### src/rtl/spd_pkg.sv
// Shared types and the default reset image of the presence-detect slave.
// Assumes a 256-byte array; the checksum byte position is fixed.
package spd_pkg;

    localparam int SPD_DEPTH = 256;
    localparam int SUM_POS   = 63;

    typedef enum logic [3:0] {
        ST_IDLE,
        ST_DEV,
        ST_ACK_DEV,
        ST_WORD,
        ST_ACK_WORD,
        ST_WDATA,
        ST_ACK_WDATA,
        ST_RDATA,
        ST_RACK
    } bus_state_t;

    // Builds the reset image: an affine byte pattern with a running checksum.
    function automatic logic [SPD_DEPTH*8-1:0] seed_image();
        logic [SPD_DEPTH*8-1:0] img;
        logic [7:0]             sum;
        logic [7:0]             b;
        img = '0;
        sum = '0;
        for (int i = 0; i < SPD_DEPTH; i++) begin
            b = 8'(i * 7 + 3);
            if (i == SUM_POS) b = sum;
            if (i < SUM_POS) sum = sum + b;
            img[i*8 +: 8] = b;
        end
        return img;
    endfunction

endpackage

### src/rtl/spd_line_sampler.sv
// Synchronises the serial clock and data lines to the system clock and
// flags clock edges, START and STOP. It assumes that the system clock is
// at least eight times faster than the serial clock. The idle level is high.
module spd_line_sampler #(
    parameter int SYNC = 2
) (
    input  logic clk,
    input  logic rst_n,
    input  logic scl_raw,
    input  logic sda_raw,
    output logic scl_lvl,
    output logic sda_lvl,
    output logic scl_rise,
    output logic scl_fall,
    output logic start_evt,
    output logic stop_evt
);
    logic [SYNC:0] scl_q;
    logic [SYNC:0] sda_q;
    logic          scl_prev;
    logic          sda_prev;

    // Shift both lines through the synchroniser and keep one older sample.
    always_ff @(posedge clk) begin
        if (!rst_n) begin
            scl_q <= '1;
            sda_q <= '1;
        end else begin
            scl_q <= {scl_q[SYNC-1:0], scl_raw};
            sda_q <= {sda_q[SYNC-1:0], sda_raw};
        end
    end

    assign scl_lvl   = scl_q[SYNC-1];
    assign sda_lvl   = sda_q[SYNC-1];
    assign scl_prev  = scl_q[SYNC];
    assign sda_prev  = sda_q[SYNC];
    assign scl_rise  = scl_lvl & ~scl_prev;
    assign scl_fall  = ~scl_lvl & scl_prev;
    assign start_evt = scl_lvl & scl_prev & sda_prev & ~sda_lvl;
    assign stop_evt  = scl_lvl & scl_prev & ~sda_prev & sda_lvl;

endmodule

### src/rtl/spd_store.sv
// Byte array with a locked lower region. It reloads the image on reset.
// A write below LOCK_LIMIT is dropped here; the bus side still acknowledges it.
module spd_store #(
    parameter int                 DEPTH      = 256,
    parameter int                 AW         = 8,
    parameter int                 LOCK_LIMIT = 128,
    parameter logic [DEPTH*8-1:0] INIT       = '0
) (
    input  logic          clk,
    input  logic          rst_n,
    input  logic          wr_en,
    input  logic [AW-1:0] wr_addr,
    input  logic [7:0]    wr_data,
    input  logic [AW-1:0] rd_addr,
    output logic [7:0]    rd_data
);
    localparam logic [AW:0] LOCK_EDGE = (AW+1)'(LOCK_LIMIT);

    logic [7:0] mem [DEPTH];

    // Reload the image on reset; store only into unlocked locations.
    always_ff @(posedge clk) begin
        if (!rst_n) begin
            for (int i = 0; i < DEPTH; i++) mem[i] <= INIT[i*8 +: 8];
        end else if (wr_en && ({1'b0, wr_addr} >= LOCK_EDGE)) begin
            mem[wr_addr] <= wr_data;
        end
    end

    assign rd_data = mem[rd_addr];


    lock_hold_chk: assert property (@(posedge clk) disable iff (!rst_n)
        (({1'b0, rd_addr} < LOCK_EDGE) && $stable(rd_addr)) |-> $stable(rd_data));

endmodule

### src/rtl/spd_bus_fsm.sv
// Bit-level slave protocol: address match, word pointer, write strobe,
// read shifting and acknowledge handling. It acts on the sampler's events.
// It assumes that only one event fires per cycle; START and STOP take priority.
module spd_bus_fsm #(
    parameter int         AW       = 8,
    parameter logic [3:0] DEV_TYPE = 4'b1010
) (
    input  logic          clk,
    input  logic          rst_n,
    input  logic [2:0]    strap,
    input  logic          scl_lvl,
    input  logic          sda_lvl,
    input  logic          scl_rise,
    input  logic          scl_fall,
    input  logic          start_evt,
    input  logic          stop_evt,
    input  logic [7:0]    rd_data,
    output logic [AW-1:0] ptr,
    output logic          wr_en,
    output logic [7:0]    wr_data,
    output logic          sda_low
);
    import spd_pkg::*;

    bus_state_t state;
    logic [3:0] bit_cnt;
    logic [7:0] shreg;
    logic       rd_mode;
    logic       mack;
    logic       dev_match;
    logic       byte_done;

    assign dev_match = (shreg[7:1] == {DEV_TYPE, strap});
    assign byte_done = scl_fall && (bit_cnt == 4'd8) && !start_evt && !stop_evt;
    assign wr_en     = (state == ST_WDATA) && byte_done;
    assign wr_data   = shreg;

    // Protocol sequencer: one transition per sampled bus event.
    always_ff @(posedge clk) begin
        if (!rst_n) begin
            state   <= ST_IDLE;
            bit_cnt <= '0;
            shreg   <= '0;
            ptr     <= '0;
            rd_mode <= 1'b0;
            mack    <= 1'b0;
            sda_low <= 1'b0;
        end else if (start_evt) begin
            state   <= ST_DEV;
            bit_cnt <= '0;
            sda_low <= 1'b0;
        end else if (stop_evt) begin
            state   <= ST_IDLE;
            sda_low <= 1'b0;
        end else begin
            case (state)
                ST_DEV, ST_WORD, ST_WDATA: begin
                    if (scl_rise && bit_cnt != 4'd8) begin
                        shreg   <= {shreg[6:0], sda_lvl};
                        bit_cnt <= bit_cnt + 4'd1;
                    end else if (byte_done) begin
                        bit_cnt <= '0;
                        if (state == ST_DEV) begin
                            if (dev_match) begin
                                sda_low <= 1'b1;
                                rd_mode <= shreg[0];
                                state   <= ST_ACK_DEV;
                            end else begin
                                state <= ST_IDLE;
                            end
                        end else if (state == ST_WORD) begin
                            ptr     <= shreg[AW-1:0];
                            sda_low <= 1'b1;
                            state   <= ST_ACK_WORD;
                        end else begin
                            ptr     <= ptr + 1'b1;
                            sda_low <= 1'b1;
                            state   <= ST_ACK_WDATA;
                        end
                    end
                end
                ST_ACK_DEV, ST_ACK_WORD, ST_ACK_WDATA: begin
                    if (scl_fall) begin
                        if (state == ST_ACK_DEV && rd_mode) begin
                            shreg   <= rd_data;
                            sda_low <= ~rd_data[7];
                            ptr     <= ptr + 1'b1;
                            bit_cnt <= '0;
                            state   <= ST_RDATA;
                        end else begin
                            sda_low <= 1'b0;
                            state   <= (state == ST_ACK_DEV) ? ST_WORD : ST_WDATA;
                        end
                    end
                end
                ST_RDATA: begin
                    if (scl_fall) begin
                        if (bit_cnt == 4'd7) begin
                            sda_low <= 1'b0;
                            bit_cnt <= '0;
                            state   <= ST_RACK;
                        end else begin
                            shreg   <= {shreg[6:0], 1'b0};
                            sda_low <= ~shreg[6];
                            bit_cnt <= bit_cnt + 4'd1;
                        end
                    end
                end
                ST_RACK: begin
                    if (scl_rise) begin
                        mack <= ~sda_lvl;
                    end else if (scl_fall) begin
                        if (mack) begin
                            shreg   <= rd_data;
                            sda_low <= ~rd_data[7];
                            ptr     <= ptr + 1'b1;
                            state   <= ST_RDATA;
                        end else begin
                            state <= ST_IDLE;
                        end
                    end
                end
                default: ;
            endcase
        end
    end


    drive_low_clk_chk: assert property (@(posedge clk) disable iff (!rst_n)
        $rose(sda_low) |-> !scl_lvl);


    stop_idle_chk: assert property (@(posedge clk) disable iff (!rst_n)
        stop_evt |=> (state == ST_IDLE && !sda_low));


    ack_match_chk: assert property (@(posedge clk) disable iff (!rst_n)
        (state == ST_ACK_DEV) |-> (shreg[7:1] == {DEV_TYPE, strap}));


    ptr_step_chk: assert property (@(posedge clk) disable iff (!rst_n)
        ((ptr != $past(ptr)) && ($past(state) != ST_WORD)) |-> (ptr == AW'($past(ptr) + 1'b1)));


    nack_release_chk: assert property (@(posedge clk) disable iff (!rst_n)
        (state == ST_RACK && scl_fall && !mack && !start_evt && !stop_evt)
            |=> (!sda_low && state == ST_IDLE));

endmodule

### src/rtl/spd_eeprom.sv
// Top of the presence-detect slave: sampler, protocol engine and byte store.
// It assumes the pad turns sda_pull_low into an open-drain driver, and that
// the wired bus level comes back on sda_in.
module spd_eeprom #(
    parameter int                                   DEPTH       = spd_pkg::SPD_DEPTH,
    parameter int                                   LOCK_LIMIT  = DEPTH / 2,
    parameter logic [3:0]                           DEV_TYPE    = 4'b1010,
    parameter int                                   SYNC_STAGES = 2,
    parameter logic [spd_pkg::SPD_DEPTH*8-1:0]      INIT_IMAGE  = spd_pkg::seed_image()
) (
    input  logic       clk,
    input  logic       rst_n,
    input  logic       scl_in,
    input  logic       sda_in,
    input  logic [2:0] strap,
    output logic       sda_pull_low
);
    localparam int AW = $clog2(DEPTH);

    logic          scl_lvl, sda_lvl, scl_rise, scl_fall, start_evt, stop_evt;
    logic [AW-1:0] ptr;
    logic          wr_en;
    logic [7:0]    wr_data;
    logic [7:0]    rd_data;

    spd_line_sampler #(.SYNC(SYNC_STAGES)) u_sampler (
        .clk       (clk),
        .rst_n     (rst_n),
        .scl_raw   (scl_in),
        .sda_raw   (sda_in),
        .scl_lvl   (scl_lvl),
        .sda_lvl   (sda_lvl),
        .scl_rise  (scl_rise),
        .scl_fall  (scl_fall),
        .start_evt (start_evt),
        .stop_evt  (stop_evt)
    );

    spd_bus_fsm #(.AW(AW), .DEV_TYPE(DEV_TYPE)) u_fsm (
        .clk       (clk),
        .rst_n     (rst_n),
        .strap     (strap),
        .scl_lvl   (scl_lvl),
        .sda_lvl   (sda_lvl),
        .scl_rise  (scl_rise),
        .scl_fall  (scl_fall),
        .start_evt (start_evt),
        .stop_evt  (stop_evt),
        .rd_data   (rd_data),
        .ptr       (ptr),
        .wr_en     (wr_en),
        .wr_data   (wr_data),
        .sda_low   (sda_pull_low)
    );

    spd_store #(
        .DEPTH      (DEPTH),
        .AW         (AW),
        .LOCK_LIMIT (LOCK_LIMIT),
        .INIT       (INIT_IMAGE[DEPTH*8-1:0])
    ) u_store (
        .clk     (clk),
        .rst_n   (rst_n),
        .wr_en   (wr_en),
        .wr_addr (ptr),
        .wr_data (wr_data),
        .rd_addr (ptr),
        .rd_data (rd_data)
    );

endmodule

### config.mk
export PLATFORM = sky130hd
export DESIGN_NAME = spd_eeprom
export DESIGN_NICKNAME = d
export VERILOG_FILES = /design/src/rtl/spd_pkg.sv /design/src/rtl/spd_line_sampler.sv /design/src/rtl/spd_store.sv /design/src/rtl/spd_bus_fsm.sv /design/src/rtl/spd_eeprom.sv
export SDC_FILE = /design/constraint.sdc
export NUM_CORES = 2
export LEC_CHECK = 0
export ABC_AREA = 1
export BUFFER_PORTS_ARGS = -buffer_cell sky130_fd_sc_hd__buf_2
export CORE_MARGIN = 3
export CORE_UTILIZATION = 35
export CTS_CLUSTER_SIZE = 20
export DETAILED_ROUTE_END_ITERATION = 8
export GPL_TIMING_DRIVEN = 0
export PLACE_DENSITY = 0.6
export SLEW_MARGIN = 10
export SYNTH_ARGS = -nofsm -noshare
export SYNTH_HDL_FRONTEND = slang
export SYNTH_SLANG_ARGS = --single-unit
export TNS_END_PERCENT = 30
### constraint.sdc
create_clock -name clk -period 6.7 [get_ports clk]
set_clock_uncertainty 0.1 [all_clocks]
set_input_delay 0.335 -clock clk [delete_from_list [all_inputs] [get_ports clk]]
set_output_delay 0.335 -clock clk [all_outputs]
set_load 0.005 [all_outputs]
# After elaboration in Yosys (flattened, before gate mapping)
# Memory sizes are Yosys's and may differ from the RTL's. A register that Yosys moved wholly into a read port is not among the register bits.
# Cells that the tools add are included.
totals:
  reg_bits: 33
  ram_bits: 2048
  word_cells: 153
  n_memories: 1
op_classes:
  n_eq_ne: 33
  n_lt_le_gt_ge: 1
  n_mux: 63
  reduce_logical: 26
  bitwise: 17
  n_addsub: 2
memory_table:
  columns: ["memory", "words", "word_bits", "read_ports", "rd_clocked_by_memory_dff", "wr", "line", "source"]
  rows:
  - ["u_store.mem", 256, 8, 1, 1, 256, "spd_store.sv:19", "logic [7:0] mem [DEPTH];"]
op_table:
  columns: ["operator", "n"]
  rows:
  - ["$mux 8", 21]
  - ["$mux 4", 15]
  - ["$pmux 8 s4", 1]
  - ["$pmux 8 s3", 1]
  - ["$reduce_and 11->1", 2]
  - ["$eq 4x3->1 const B", 5]
  - ["$ne 4x1->1 const B", 5]
  - ["$mux 1", 18]
  - ["$ne 2x1->1 const B", 8]
  - ["$pmux 4 s4", 1]
  - ["$reduce_and 8->1", 2]
  - ["$pmux 4 s3", 1]
  - ["$not 1->1", 10]
  - ["$reduce_and 9->1", 1]
  - ["$reduce_or 3->1", 3]
  - ["$add 8x1->8 const B", 1]
  - ["$eq 4x2->1 const B", 2]
  - ["$eq 4x4->1 const B", 2]
  - ["$ge 8x8->1 const B", 1]
  - ["$ne 2x2->1 const B", 4]
  - ["$ne 4x4->1 const B", 2]
  - ["$reduce_or 8->1", 1]
  - ["$and 1x1->1", 7]
  - ["$eq 7x7->1", 1]
  - ["other kinds (17)", 27]

# Depth between registers and ports, before layout
logic_depth:
  word_depth: 13
  ltp_mapped: 17
  ltp_nobuf: 13

# By module
# Synthesis repeated with hierarchy kept, for this count alone.
hier_totals:
  hier_cells: 8757
  area_unflattened_um2: 90712.0
modules_own_cells:
  columns: ["module", "area_per_inst_um2", "seq_area_each_um2", "instances", "cells_each"]
  rows:
  - ["spd_store", 88468.6, 61499.0, 1, 8380]
  - ["spd_bus_fsm", 2044.5, 540.5, 1, 350]
  - ["spd_line_sampler", 198.9, 120.1, 1, 27]

# Worst setup path after synthesis
# OpenSTA, ideal clock, no wires.
synth_path:
  path_kind: "in2reg"
  from: "in rst_n"
  to: "mem u_store.mem[167][0] (enable)"
  arrival_ps: 1828
  setup_ps: 329
  path_stages: 10
  path_slack_ps: 4443
  required_time_ps: 6271
  cell_sequence: "buf_2 -> nand2_1 -> nor4_2 -> nand2_2 -> nor2_2 -> nand2_1 -> buf_8 -> nor2_8 -> inv_1 -> nand2_1"
synth_lines:
  columns: ["element", "line", "source"]
  rows:
  - ["start, declared", "spd_eeprom.sv:12", "input logic rst_n,"]
  - ["end, declared", "spd_store.sv:19", null]

==> summary.txt <==
Most instantiated cells after synthesis - nand2_1 (2910), edfxtp_1 (2048), nand3_1 (1973)
# clock sinks - 2089
Clk Latency, worst-skew pair - 0.90 ns
Startpoint types - flip-flop
Gate power share - 43.7%
Crit-path slowest cell - clkbuf_1
Tot GR Track Use - 33.3%
NumNets Final - 10041
Initial antenna violation count - 61
Layout area overhead - 17.6%
Internal power - 26.1 mW
Final GP Congestion - 1.03
Max Freq - 205 MHz
Drt drc - 0
Post-route ant nets - 0
Pin count of the biggest net entering global routing - 18
Met2 routed WL - 189 mm
Switching share of power - 47.3%
CTS tree - built
Min Tclk post-route - 4.87 ns
Die Area - 266000 um2
Non-Filler Instances - 13645
FFs w/ async S/R, synth - 0%
PD cells - 461 nW/um2
First-pass GRT wire length - 595 mm
Fillers - 25361
Clock-pin slew on the worst setup and hold paths - 0.06 ns
Largest area contributor in the netlist - edfxtp_1
H-tree Lvls - 4
Post-DR vias/cell - 5.52
Leakage power - 40.1 nW
Most common cell on crit path - nand3_1
Vias in the first global route - 68555
Flop pwr share - 31.0%
Wirelength per Cell - 33.3 um
Setup repair bufs after CTS - 0
Clock Tree Buf Depth - 3
WS Path Type - reg2reg
Die W - 516 um
Clk network pwr share - 25.3%
Hold-fix buffers, CTS - 5
Final hold vios - 0
Seq/Total Area, Yosys - 68.4%
Ports - 8
CTS buffer count - 228
CP endpoint kind - flip-flop
Cell chain of the critical path - buf_2 -> clkbuf_1 -> clkbuf_1 -> nand3_1 -> nand3_1 -> nand3_1 -> nand2_1 -> nand2_1 -> nand2_1 -> nand2_1 -> nand3_1 -> nand3_1 -> a21oi_1
Setup TNS - 0 ns
Max-Cap Viols - 3
Slew HR - -4.59%
CP arrival - 5.59 ns
Maximum VDD drop - 0.353 mV
Main area contributors after synthesis - edfxtp_1 (67%), nand2_1 (12%), nand3_1 (11%)
Setup violators final - 0
Share of the synthesized area in the top cell type - 67.5%
Pins Over Slew Limit - 21
Wire length on met1 - 169 mm
Initial Utilization - 35.3%
DP HPWL - 334 mm
Worst slew pin tran - 1.57 ns
Main synth FF type - edfxtp_1
Mapped Area - 91100 um2
Register Area - 62300 um2
Yosys warns - 0
Final period utilization - 72.6%
Grt ovf - 0
Required time of the worst setup path - 7.43 ns
CTS resizes - 0
Chip Height - 516 um
DP Cell Count - 13177
Drt pass-1 iters - 9
Syn_area_per_cell - 10.4 um2
Outcome - complete, but fails checks
Worst path max stage delay - 1.06 ns
Register bit total from synthesis - 2089
Layout cells sized above 1 - 8.44%
FP Rows - 186
EDFF count, synth - 2048
NetSw - 23.4 mW
Failing checks - max-capacitance violations, max-slew violations
DRT Wirelength - 454 mm
Vias - 75271
Yosys cell types - 38
CTS Root Cell - clkbuf_16
First-iteration detailed-routing DRC count - 12477
Area occupied by multi-input gates - 28500 um2
Cell with the most instances after synthesis - nand2_1
Core ar. - 258000 um2
Synth Instances - 8748
Worst hold-check path type - in2reg
RSZ-0062 raised after global routing - no
Wire length on met3 - 57.6 mm
Top Metal Used - met5
PortBufs - 6
Crit-path max FO - 10
## cell type report
type                            instances  area share, %
Sequential cell                      2089           58.2
Timing Repair Buffer                   28          0.438
Inverter                              357           1.25
Clock buffer                          274           5.53
Buffer                                606           2.70
Tap cell                             3384           3.95
Antenna cell                           47          0.110
Multi-Input combinational cell       6718           26.6
Clock inverter                        142           1.24
## state kept, by name, summed over array words and instances, names as in the netlist, 3 cells and up, named ones only
register / count
u_fsm.bit_cnt: 4
u_store.mem: 2048
u_fsm.ptr: 8
u_fsm.state: 4
u_fsm.wr_data: 8
u_sampler.scl_q: 3
u_sampler.sda_q: 3
## per-layer routing
layer  GRT usage [%]  up-vias
met5           0.144        -
met4            23.1       18
met3            10.4     1309
met2            48.0     5530
met1            42.6    37002
li1                -    31412
## critical path, delay by kind of cell, from the launching register on
family                 cells  cell delay, ns
AOI/OAI and AO/OA          1            0.19
and+or+nand+nor            9            1.95
DFF                        1            0.31
buffers and inverters      3            2.23
## power by group through the flow
stage                     clock [mW]  sequential [mW]  combinational (mW)
final                           12.5             15.3                21.6
after global routing            13.0             15.4                21.5
after CTS                       12.6             15.3                20.3
after detailed placement           0             15.6                20.3
after global placement             0             15.6                20.1
after floorplan                    0             15.5                9.08
## per-stage QoR
| step | hold slack (ns) | area, um2 | setup slack, ns | power, mW | util, % |
|---|---|---|---|---|---|
| floorplan | 0.293 | 94900 | 4.44 | 24.6 | - |
| finish | 0.0669 | 107000 | 1.83 | 49.4 | 41.5 |
| detailed placement | 0.303 | 99700 | 2.20 | 35.8 | 38.7 |
| global route | 0.0662 | 107000 | 2.01 | 49.9 | 41.5 |
| global placement | 0.310 | 99200 | 1.57 | 35.7 | 38.5 |
| CTS | 0.0133 | 107000 | 2.20 | 48.2 | 41.5 |
## logic make-up (layout without fill, tap and decap cells)
family / count (synthesis) / after routing / synth area share [%]
fa+ha+maj: 6 / 6 / 0.0824
simple gates: 5613 / 5613 / 26.5
xor+xnor: 3 / 3 / 0.0288
buf+inv: 963 / 1407 / 4.54
flops: 2089 / 2089 / 68.4
compound gates: 72 / 72 / 0.433
other cells: 2 / 1071 / 0.00824
## placed cells by master, fill, tap and decap left out, types with 6 or more instances in the layout
cell type   count
conb_1       1024
ha_1            6
clkbuf_1      239
a21oi_1        27
edfxtp_1     2048
clkinv_1       57
buf_1          32
clkinv_2       42
nor3_1         16
buf_2         281
nand3_1      1973
buf_16         10
clkbuf_2       63
clkinvlp_4     13
buf_4          30
dfxtp_1        41
nand2_1      2910
nor2_2         37
inv_1         306
nor2_8         11
inv_2          48
buf_6          13
bufinv_16      19
clkbuf_16     230
nor2_4         35
o21ai_0        30
nor2_1        614
diode_2        47
## final timing paths
kind / endpoint / depth (start not counted) / startpoint / slack (ns)
max: u_fsm.wr_data[1]$_SDFFE_PN0P_ / 13 / flip-flop / 1.83
max reg2reg: u_fsm.wr_data[1]$_SDFFE_PN0P_ / 13 / flip-flop / 1.83
min: u_sampler.sda_q[0]$_SDFF_PN1_ / 3 / sda_in / 0.07
min reg2reg: u_sampler.scl_q[1]$_SDFF_PN1_ / 1 / u_sampler.scl_q[0]$_SDFF_PN1_ / 0.32
Power figures use the tool's default switching activity.
